**config.mk**
```make
export PLATFORM = sky130hd
export DESIGN_NAME = async_tx
export DESIGN_NICKNAME = d
export VERILOG_FILES = /design/src/rtl/async_tx_pkg.sv /design/src/rtl/async_tx_hold.sv /design/src/rtl/async_tx_parity.sv /design/src/rtl/async_tx_shift.sv /design/src/rtl/async_tx.sv
export SDC_FILE = /design/constraint.sdc
export NUM_CORES = 1
export LEC_CHECK = 0
export BUFFER_PORTS_ARGS = -buffer_cell sky130_fd_sc_hd__clkbuf_2
export CAP_MARGIN = 20
export CORE_UTILIZATION = 45
export DETAILED_ROUTE_END_ITERATION = 6
export GPL_TIMING_DRIVEN = 0
export PLACE_DENSITY_LB_ADDON = 0.3
export SLEW_MARGIN = 10
export SYNTH_ARGS = -nofsm -noshare
export SYNTH_HDL_FRONTEND = slang
export SYNTH_HIERARCHICAL = 1
export SYNTH_SLANG_ARGS = --single-unit
export TNS_END_PERCENT = 10
```
**constraint.sdc**
```tcl
create_clock -name clk -period 2.6 [get_ports clk]
set_input_delay 0.39 -clock clk [delete_from_list [all_inputs] [get_ports clk]]
set_output_delay 0.39 -clock clk [all_outputs]
set_load 0.005 [all_outputs]
```
**src/rtl/async_tx_pkg.sv**
```systemverilog
package async_tx_pkg;

   typedef enum logic [2:0] {
      TX_IDLE,
      TX_START,
      TX_DATA,
      TX_PARITY,
      TX_STOP
   } tx_phase_e;

   typedef struct packed {
      logic [1:0] len;
      logic       par_en;
      logic       par_odd;
      logic       stop_long;
   } tx_fmt_t;

endpackage

```
**src/rtl/async_tx_hold.sv**
```systemverilog
module async_tx_hold #(
   parameter int WIDTH = 8,
   parameter int DEPTH = 2
) (
   input  logic             clk,
   input  logic             rst_n,
   input  logic             push,
   input  logic [WIDTH-1:0] push_data,
   input  logic             pop,
   output logic [WIDTH-1:0] head,
   output logic             empty,
   output logic             full
);

   generate
      if (DEPTH < 1) begin : g_bad_depth
         $error("async_tx_hold: DEPTH must be at least 1");
      end
      if (WIDTH < 1) begin : g_bad_width
         $error("async_tx_hold: WIDTH must be at least 1");
      end
   endgenerate

   generate
      if (DEPTH == 1) begin : g_single
         logic [WIDTH-1:0] slot;
         logic             valid;
         logic             take_in;

         assign take_in = push && (!valid || pop);

         always_ff @(posedge clk or negedge rst_n) begin
            if (!rst_n) begin
               slot  <= '0;
               valid <= 1'b0;
            end else begin
               if (take_in) begin
                  slot  <= push_data;
                  valid <= 1'b1;
               end else if (pop) begin
                  valid <= 1'b0;
               end
            end
         end

         assign head  = slot;
         assign empty = !valid;
         assign full  = valid;
      end else begin : g_ring
         localparam int PTR_W = $clog2(DEPTH);
         localparam int CNT_W = $clog2(DEPTH + 1);
         localparam logic [PTR_W-1:0] PTR_LAST = PTR_W'(DEPTH - 1);
         localparam logic [CNT_W-1:0] CNT_FULL = CNT_W'(DEPTH);

         logic [WIDTH-1:0] mem [DEPTH];
         logic [PTR_W-1:0] wptr;
         logic [PTR_W-1:0] rptr;
         logic [CNT_W-1:0] count;
         logic             do_push;
         logic             do_pop;

         assign do_push = push && (count != CNT_FULL);
         assign do_pop  = pop && (count != '0);

         always_ff @(posedge clk or negedge rst_n) begin
            if (!rst_n) begin
               wptr  <= '0;
               rptr  <= '0;
               count <= '0;
               for (int i = 0; i < DEPTH; i++) begin
                  mem[i] <= '0;
               end
            end else begin
               if (do_push) begin
                  mem[wptr] <= push_data;
                  wptr      <= (wptr == PTR_LAST) ? '0 : wptr + 1'b1;
               end
               if (do_pop) begin
                  rptr <= (rptr == PTR_LAST) ? '0 : rptr + 1'b1;
               end
               case ({do_push, do_pop})
                  2'b10:   count <= count + 1'b1;
                  2'b01:   count <= count - 1'b1;
                  default: count <= count;
               endcase
            end
         end

         assign head  = mem[rptr];
         assign empty = (count == '0);
         assign full  = (count == CNT_FULL);
      end
   endgenerate

endmodule

```
**src/rtl/async_tx_parity.sv**
```systemverilog
module async_tx_parity #(
   parameter int DATA_W = 8
) (
   input  logic [DATA_W-1:0] data,
   input  logic [1:0]        len,
   input  logic              odd,
   output logic              par_bit
);

   localparam int MIN_W = DATA_W - 3;

   logic [DATA_W-1:0] keep;

   generate
      for (genvar i = 0; i < DATA_W; i++) begin : g_mask
         assign keep[i] = (i < MIN_W) ? 1'b1 : (32'(i) < 32'(MIN_W) + 32'(len));
      end
   endgenerate

   assign par_bit = (^(data & keep)) ^ odd;

endmodule

```
**src/rtl/async_tx_shift.sv**
```systemverilog
module async_tx_shift
   import async_tx_pkg::*;
#(
   parameter int DATA_W = 8,
   parameter int OVS    = 16
) (
   input  logic              clk,
   input  logic              rst_n,
   input  logic              tick,
   input  logic              ld_avail,
   input  logic [DATA_W-1:0] ld_data,
   input  tx_fmt_t           fmt,
   output logic              ld_take,
   output logic              line,
   output logic              idle
);

   localparam int MIN_W = DATA_W - 3;
   localparam int CNT_W = $clog2(2 * OVS);
   localparam int IDX_W = $clog2(DATA_W);
   localparam logic [CNT_W-1:0] BIT_LAST   = CNT_W'(OVS - 1);
   localparam logic [CNT_W-1:0] HALF3_LAST = CNT_W'(OVS + OVS / 2 - 1);
   localparam logic [CNT_W-1:0] TWO_LAST   = CNT_W'(2 * OVS - 1);

   generate
      if (OVS < 2 || (OVS % 2) != 0) begin : g_bad_ovs
         $error("async_tx_shift: OVS must be even and at least 2");
      end
      if (DATA_W < 4) begin : g_bad_width
         $error("async_tx_shift: DATA_W must be at least 4");
      end
   endgenerate

   tx_phase_e         phase;
   logic [CNT_W-1:0]  cnt;
   logic [IDX_W-1:0]  idx;
   logic [DATA_W-1:0] sh;
   tx_fmt_t           fmt_q;
   logic              par_q;
   logic              par_in;
   logic [IDX_W-1:0]  idx_last;
   logic [CNT_W-1:0]  stop_last;
   logic              bit_end;

   async_tx_parity #(.DATA_W(DATA_W)) u_par (
      .data    (ld_data),
      .len     (fmt.len),
      .odd     (fmt.par_odd),
      .par_bit (par_in)
   );

   assign idx_last = IDX_W'(MIN_W - 1) + IDX_W'(fmt_q.len);
   assign bit_end  = (cnt == BIT_LAST);

   always_comb begin
      if (!fmt_q.stop_long) begin
         stop_last = BIT_LAST;
      end else if (fmt_q.len == 2'd0) begin
         stop_last = HALF3_LAST;
      end else begin
         stop_last = TWO_LAST;
      end
   end

   assign ld_take = tick && (phase == TX_IDLE) && ld_avail;

   always_ff @(posedge clk or negedge rst_n) begin
      if (!rst_n) begin
         phase <= TX_IDLE;
         cnt   <= '0;
         idx   <= '0;
         sh    <= '0;
         fmt_q <= '0;
         par_q <= 1'b0;
      end else if (tick) begin
         case (phase)
            TX_IDLE: begin
               if (ld_avail) begin
                  phase <= TX_START;
                  cnt   <= '0;
                  sh    <= ld_data;
                  fmt_q <= fmt;
                  par_q <= par_in;
               end
            end
            TX_START: begin
               if (bit_end) begin
                  cnt   <= '0;
                  idx   <= '0;
                  phase <= TX_DATA;
               end else begin
                  cnt <= cnt + 1'b1;
               end
            end
            TX_DATA: begin
               if (bit_end) begin
                  cnt <= '0;
                  sh  <= sh >> 1;
                  if (idx == idx_last) begin
                     phase <= fmt_q.par_en ? TX_PARITY : TX_STOP;
                  end else begin
                     idx <= idx + 1'b1;
                  end
               end else begin
                  cnt <= cnt + 1'b1;
               end
            end
            TX_PARITY: begin
               if (bit_end) begin
                  cnt   <= '0;
                  phase <= TX_STOP;
               end else begin
                  cnt <= cnt + 1'b1;
               end
            end
            TX_STOP: begin
               if (cnt == stop_last) begin
                  cnt   <= '0;
                  phase <= TX_IDLE;
               end else begin
                  cnt <= cnt + 1'b1;
               end
            end
            default: phase <= TX_IDLE;
         endcase
      end
   end

   always_comb begin
      case (phase)
         TX_START:  line = 1'b0;
         TX_DATA:   line = sh[0];
         TX_PARITY: line = par_q;
         default:   line = 1'b1;
      endcase
   end

   assign idle = (phase == TX_IDLE);

endmodule

```
**src/rtl/async_tx.sv**
```systemverilog
module async_tx
   import async_tx_pkg::*;
#(
   parameter int DATA_W = 8,
   parameter int DEPTH  = 2,
   parameter int OVS    = 16
) (
   input  logic              clk,
   input  logic              rst_n,
   input  logic              baud_tick,
   input  logic              wr_en,
   input  logic [DATA_W-1:0] wr_data,
   input  logic [1:0]        cfg_len,
   input  logic              cfg_par_en,
   input  logic              cfg_par_odd,
   input  logic              cfg_stop_long,
   output logic              txd,
   output logic              tx_ready,
   output logic              hold_empty,
   output logic              shift_empty
);

   logic [DATA_W-1:0] head;
   logic              buf_empty;
   logic              buf_full;
   logic              take;
   tx_fmt_t           fmt;

   assign fmt = '{len: cfg_len, par_en: cfg_par_en, par_odd: cfg_par_odd,
                  stop_long: cfg_stop_long};

   async_tx_hold #(.WIDTH(DATA_W), .DEPTH(DEPTH)) u_hold (
      .clk       (clk),
      .rst_n     (rst_n),
      .push      (wr_en),
      .push_data (wr_data),
      .pop       (take),
      .head      (head),
      .empty     (buf_empty),
      .full      (buf_full)
   );

   async_tx_shift #(.DATA_W(DATA_W), .OVS(OVS)) u_shift (
      .clk      (clk),
      .rst_n    (rst_n),
      .tick     (baud_tick),
      .ld_avail (!buf_empty),
      .ld_data  (head),
      .fmt      (fmt),
      .ld_take  (take),
      .line     (txd),
      .idle     (shift_empty)
   );

   assign tx_ready   = !buf_full;
   assign hold_empty = buf_empty;

endmodule

```
==> results of run 1 <==
## worst max path at each step
| stage | slack [ps] | endpoint | depth (start not counted) |
|---|---|---|---|
| 2_1_floorplan | 630 | u_shift/phase[2] | 7 |
| 3_3_place_gp | 410 | u_shift/phase[2] | 7 |
| 3_5_place_dp | 420 | u_shift/phase[2] | 7 |
| 4_1_cts | 400 | u_shift/phase[2] | 7 |
| 5_1_grt | 240 | u_shift/cnt[1] | 7 |
| 6_report | 390 | u_shift/phase[2] | 7 |
## worst reg2reg max path, cell delays in order (launching register included)
cell     delay [ps]
dfrtp_1         410
ha_1            260
nand3_1         120
inv_1            50
ha_1            220
nor3_1          610
nor3b_4         110
mux2_4          320
## cell families after synthesis
group                    count (synthesis)  synth area share [%]
adder cells (fa/ha/maj)                  5                 2.668
multiplexers                            34                 16.06
AO/OA/AOI/OAI                           40                 10.78
flip-flops                              44                 46.96
AND/OR/NAND/NOR                         65                 13.82
XOR/XNOR                                15                 6.190
buffers and inverters                   20                 3.521
## layer usage
metal | share of wire [%] | track usage (%)
met2 | 47 | 29.19
met3 | 2.9 | 3.523
met4 | 1.4 | 7.692
met5 | 0 | 0
met1 | 48 | 22.57
## state kept, by name, indices dropped and copies added, names as in the netlist
| name | count |
|---|---|
| u_hold/g_ring.mem | 16 |
| u_shift/sh | 8 |
| u_shift/cnt | 5 |
| u_shift/fmt_q | 4 |
| u_shift/idx | 3 |
| u_shift/phase | 3 |
| u_hold/g_ring.count | 2 |
| u_hold/g_ring.rptr | 1 |
| u_hold/g_ring.wptr | 1 |
| u_shift/par_q | 1 |
## where the power goes
group          leakage (nW)  switching (mW)  internal [mW]  total (mW)
registers             0.545           0.199          0.991        1.19
clock network        0.0434           0.239          0.215       0.454
logic                 0.614           0.759          0.817        1.58
total                  1.20            1.20           2.02        3.22
## Yosys cell counts, drive strengths merged
library cell	instances	area share, %
ha	5	2.7
o21ai	25	5.3
nor3	5	1.1
o311ai	1	0.37
xor2	5	1.9
a21oi	3	0.64
buf	5	1.1
mux2	26	13
clkbuf	2	0.37
xnor2	9	3.4
a41oi	1	0.69
xnor3	1	0.96
or3	1	0.27
nand3	5	1.1
a221o	1	0.48
a21boi	1	0.32
o221ai	1	0.37
a31oi	3	0.80
dfrtp	44	47
nor2	7	1.2
nand2	37	5.9
nor2b	3	0.80
and3	1	0.27
mux2i	8	3.4
o2111ai	1	0.64
inv	13	2.1
nor3b	3	2.1
a21o	2	0.64
o41a	1	0.48
nand2b	1	0.37
nand3b	1	0.32
and3b	1	0.37
## area by class of cell
cell class	instances	area (sq um)	share of cell area, %
Multi-Input combinational cell	159	1161	43.75
Timing Repair Buffer	21	127.6	4.809
Sequential cell	44	1101	41.49
Clock inverter	2	15.01	0.5658
Clock buffer	6	82.58	3.112
Inverter	13	48.80	1.839
Buffer	7	33.78	1.273
Tap cell	67	83.83	3.159
==> key figures, run 1 <==
STA
  – Worst Setup Slack, final: roughly 390 ps
  – Final setup vio count: 0
  – Final Max Tran Viols: 0
  – Post-Route Setup TNS: 0 ps
  – Fin. Hold Viols: 0
  – Highest clock rate: ~0.45 GHz
  – Worst-margin pin slew: 716.2 ps
  – RSZ-0062 raised after global routing: false
  – Tcrit/Tclk final: a little under nine tenths
  – Min Tclk post-route: around 2200 ps
  – Fin Hold WS: around 62 ps
  – Setup Skew: 9.558 ps
  – Slew headroom: 51.88%

Finish
  – Ant. Diodes: 0
  – Final non-filler cell area: ~0.0027 sq mm
  – Final nets: ~270
  – Area delta synth->final: 13.18%
  – Fillcell total: 455
  – Final core utilization: between 50% and 60%
  – Most common cell after layout, fill and taps aside: dfrtp_1
  – Commonest non-fill, non-tap cells in the layout: dfrtp_1, nand2_1, mux2_2
  – Post-route insts no fill: around 320
  – Share of cells above drive strength 1: about 28%

Critical path
  – Launch point of the worst path: u_shift/cnt[0]
  – Crit path DAT: 2390 ps
  – R2R Path Start: u_shift/cnt[0]
  – CP max stage cell: nor3_1
  – Crit path cell chain: ha_1 > nand3_1 > inv_1 > ha_1 > nor3_1 > nor3b_4 > mux2_4
  – Worst stage delay on the critical path: around 610 ps
  – Crit path required time: 2780 ps
  – Critical path startpoint category: flop
  – Largest delay contributor family on the critical path: simple AND/OR/NAND/NOR gates
  – Crit path max fanout: 5
  – Worst Path Buf+Inv: 1
  – R2r setup slk: between 300 and 400 ps
  – Crit path top cell by count: ha_1
  – End of the worst register-to-register path: u_shift/phase[2]
  – Register-to-Register Path Depth: 7
  – Critical path class: reg2reg
  – CP endpoint kind: flop

CTS
  – Post_cts resized: 0
  – Worst-path clk slew: about 90 ps
  – Total CTS buffers: 5
  – CTS tree: built
  – Worst-skew pair later-pin latency: roughly 300 ps
  – Clock Tree Buf Depth: 2
  – Sink Count: 44
  – Hold-fix buffers at CTS: 0
  – CTS Root Cell: clkbuf_8
  – H-tree Lvls: 2
  – Postcts setup bufs: 0

Synthesis
  – Netlist cell types: 38
  – Cell Area, Synth: ~0.0023 sq mm
  – Mapped Cells: 223
  – #FFs+latches synth: 44
  – Synthesis Warnings: 6
  – Syn avg cell area: approximately 11 sq um
  – Post-synthesis sequential area ratio: between 40% and 50%
  – Syn Nets: ~250

Die
  – Top Ports: 21
  – Placeable Area: between 0.004 and 0.005 sq mm
  – Std-Cell Rows: 25
  – Die W: between 70 and 80 um
  – Die span in y: around 74 um
  – Total die area: around 0.0055 sq mm
  – Starting Density: 48.05%

Global routing
  – Total Routing Usage GR: between 10% and 20%
  – Vias in the first global route: around 1600
  – Total grt overflow: 0
  – Largest net degree at the start of global routing: between 40 and 50
  – First-pass GRT wire length: around 7300 um
  – Initial antenna violation count: 0

Routing
  – DRC viols: 0
  – Average routed wire per standard cell: ~13 um
  – Detail Route Antenna Nets: 0
  – Post-Route WL: 4215 um
  – Via Count: 1641
  – Number of DRC markers in iteration 0: 54
  – Vias/cell: roughly 5
  – Detailed-router iteration count before antenna repair: 4

Power and ir drop
  – Worst vdd ir: approximately 0.80 mV
  – Leak Pwr: ~1.2 nW
  – PwrDens: approximately 1200 mW/mm^2
  – Total chip power: 3.220 mW

Placed design
  – DP Area: about 0.0025 sq mm
  – Worst slack at placement: 420.9 ps
  – Placed instance count: between 300 and 400
  – Placer Congestion: 0.8127
  – IO Port Bufs: 20
  – HPWL after detailed placement: 3041 um

Min path
  – Min-delay worst type: in2async

Outcome
  – Status: finished, final reports clean

Flow run
  – Count of max-cap constraint violations: 0
Note: power is estimated with default switching activity, not from simulation.
==> run 2: changes to the inputs <==
--- a/config.mk
+++ b/config.mk
@@ -7,10 +7,11 @@
 export LEC_CHECK = 0
 export BUFFER_PORTS_ARGS = -buffer_cell sky130_fd_sc_hd__clkbuf_2
 export CAP_MARGIN = 20
-export CORE_UTILIZATION = 45
+export CORE_UTILIZATION = 59
 export DETAILED_ROUTE_END_ITERATION = 6
 export GPL_TIMING_DRIVEN = 0
-export PLACE_DENSITY_LB_ADDON = 0.3
+export HOLD_SLACK_MARGIN = 0.15
+export PLACE_DENSITY = 0.79
 export SLEW_MARGIN = 10
 export SYNTH_ARGS = -nofsm -noshare
 export SYNTH_HDL_FRONTEND = slang
==> key figures, run 2 (synthesis gave the netlist of run 1 again) <==
Routing
  – Vias/cell: between 5 and 6
  – Average routed wire per standard cell: roughly 14 um
  – Number of DRC markers in iteration 0: roughly 110
  – DRC viols: 0
  – Post-Route WL: 4325 um
  – Detailed-router iteration count before antenna repair: 4
  – Detail Route Antenna Nets: 0
  – Via Count: between 1500 and 2000

Global routing
  – Met3 global-route usage: 6.338%
  – First-pass GRT wire length: about 7400 um
  – Total Routing Usage GR: 23.69%
  – Most Crowded Layer GR: met2
  – Global routing met1 resource utilization: around 28%
  – Initial antenna violation count: 0
  – Total grt overflow: 0
  – Vias in the first global route: approximately 1700
  – Largest net degree at the start of global routing: 45
  – GR Util met2: between 30% and 40%

Placed design
  – Placer Congestion: roughly 0.82
  – Worst slack at placement: about 420 ps
  – Placed instance count: a little under 300
  – HPWL after detailed placement: ~3200 um
  – IO Port Bufs: 20

STA
  – Worst Setup Slack, final: 395.6 ps
  – Slew headroom: ~54%
  – Setup Skew: between 7 and 8 ps
  – Post-Route Setup TNS: 0 ps
  – Worst-margin pin slew: slightly below 700 ps
  – Min Tclk post-route: 2204 ps
  – RSZ-0062 raised after global routing: false
  – Fin. Hold Viols: 0
  – Final Max Tran Viols: 0
  – Tcrit/Tclk final: between 80% and 90%
  – Highest clock rate: approximately 0.45 GHz
  – Final setup vio count: 0

Finish
  – Most common cell after layout, fill and taps aside: dfrtp_1
  – Area delta synth->final: 11.95%
  – Share of cells above drive strength 1: a little over a quarter
  – Reg with most FFs: u_hold/g_ring.mem
  – Max reg flops: 16
  – Post-route insts no fill: ~300
  – Ant. Diodes: 0
  – Fillcell total: between 200 and 300
  – Final nets: between 200 and 300
  – Commonest non-fill, non-tap cells in the layout: dfrtp_1, nand2_1, mux2_2
  – Final core utilization: a little over two thirds
  – Top flop regs: u_hold/g_ring.mem x16, u_shift/sh x8, u_shift/cnt x5

Critical path
  – R2r setup slk: 400 ps
  – Crit path required time: ~2800 ps
  – Register-to-Register Path Depth: 7
  – CP endpoint kind: flop
  – R2R Path Start: u_shift/cnt[0]
  – Crit path max fanout: 5
  – Critical path class: reg2reg
  – Crit path DAT: between 2000 and 2500 ps
  – End of the worst register-to-register path: u_shift/phase[2]
  – Critical path startpoint category: flop

CTS
  – Clock Tree Buf Depth: 2
  – Sink Count: between 40 and 50
  – CTS Root Cell: clkbuf_8
  – Worst-path clk slew: around 80 ps
  – CTS tree: built
  – H-tree Lvls: 2
  – Total CTS buffers: 5
  – Post_cts resized: 0
  – Worst-skew pair later-pin latency: ~300 ps

Die
  – Top Ports: 21
  – Placeable Area: roughly 0.0037 sq mm
  – Die span in y: 65.04 um
  – Starting Density: around 63%
  – Die W: ~65 um
  – Total die area: roughly 0.0042 sq mm
  – Std-Cell Rows: 22

Min path
  – Cells on Worst Hold Path: 3
  – Min-delay worst type: in2reg
  – Worst Min Path Start: cfg_par_en
  – Hold EP: u_shift/fmt_q[2]

Power and ir drop
  – Total chip power: between 3 and 4 mW
  – Combinational power share: between 40% and 50%
  – Switching share of total power: roughly 37%
  – Part of the power in registers: roughly 37%
  – Clock network fraction of total power: around 14%
  – Worst vdd ir: a little under 0.8 mV
  – Internal Power: roughly 2.0 mW
  – Sw Pwr: around 1.2 mW
  – PwrDens: ~1200 mW/mm^2
  – Leak Pwr: about 1.2 nW

Outcome
  – Status: finished, final reports clean

Flow run
  – Count of max-cap constraint violations: 0
[run 2: how the worst max path moves through the flow]
stage,from,to,slack [ps],cells past startpoint
after global routing,u_shift/cnt[0],u_shift/cnt[1],200,7
after CTS,u_hold/g_ring.rptr,u_shift/par_q,410,7
after global placement,u_shift/cnt[0],u_shift/phase[2],420,7
after detailed placement,u_shift/cnt[0],u_shift/phase[2],420,7
after floorplan,u_shift/cnt[0],u_shift/phase[2],630,7
final,u_shift/cnt[0],u_shift/phase[2],400,7
[run 2: power by group through the flow]
stage / clock network, mW / logic (mW) / registers [mW]
6_report: 0.434 / 1.59 / 1.20
3_5_place_dp: 0 / 1.58 / 1.21
2_1_floorplan: 0 / 1.28 / 1.15
5_1_grt: 0.471 / 1.75 / 1.24
3_3_place_gp: 0 / 1.54 / 1.19
4_1_cts: 0.448 / 1.59 / 1.20
[run 2: routing by layer]
metal / wire, um / vias to the layer above
met3: 152 / 6
li1: - / 826
met5: 0 / -
met4: 71 / 0
met1: 1940 / 761
met2: 2161 / 26
[run 2: worst max-delay path, stage by stage (launching register included)]
cell and delay, ps:
dfrtp_1 410, ha_1 270, nand3_1 120, inv_1 50, ha_1 220, nor3_1 590, nor3b_4 120, mux2_4 320
[run 2: repair_timing]
item / in CTS / in global routing
hold endpoints to repair: 0 / 9
hold buffers: 0 / 1
buffers inserted: 0 / 0
[run 2: cell type report]
cell class	count	area, sq um	share of cell area, %
Buffer	7	33.78	1.287
Tap cell	48	60.06	2.288
Sequential cell	44	1101	41.94
Multi-Input combinational cell	159	1161	44.23
Inverter	13	48.80	1.859
Clock buffer	8	90.09	3.432
Timing Repair Buffer	22	130.1	4.957
[run 2: through the flow]
step | cell area (sq um) | hold WS (ps)
floorplan | 2345 | 94.41
global placement | 2505 | 462.7
detailed placement | 2505 | 466.7
CTS | 2595 | 285.4
global route | 2625 | 294.8
finish | 2625 | 294.4
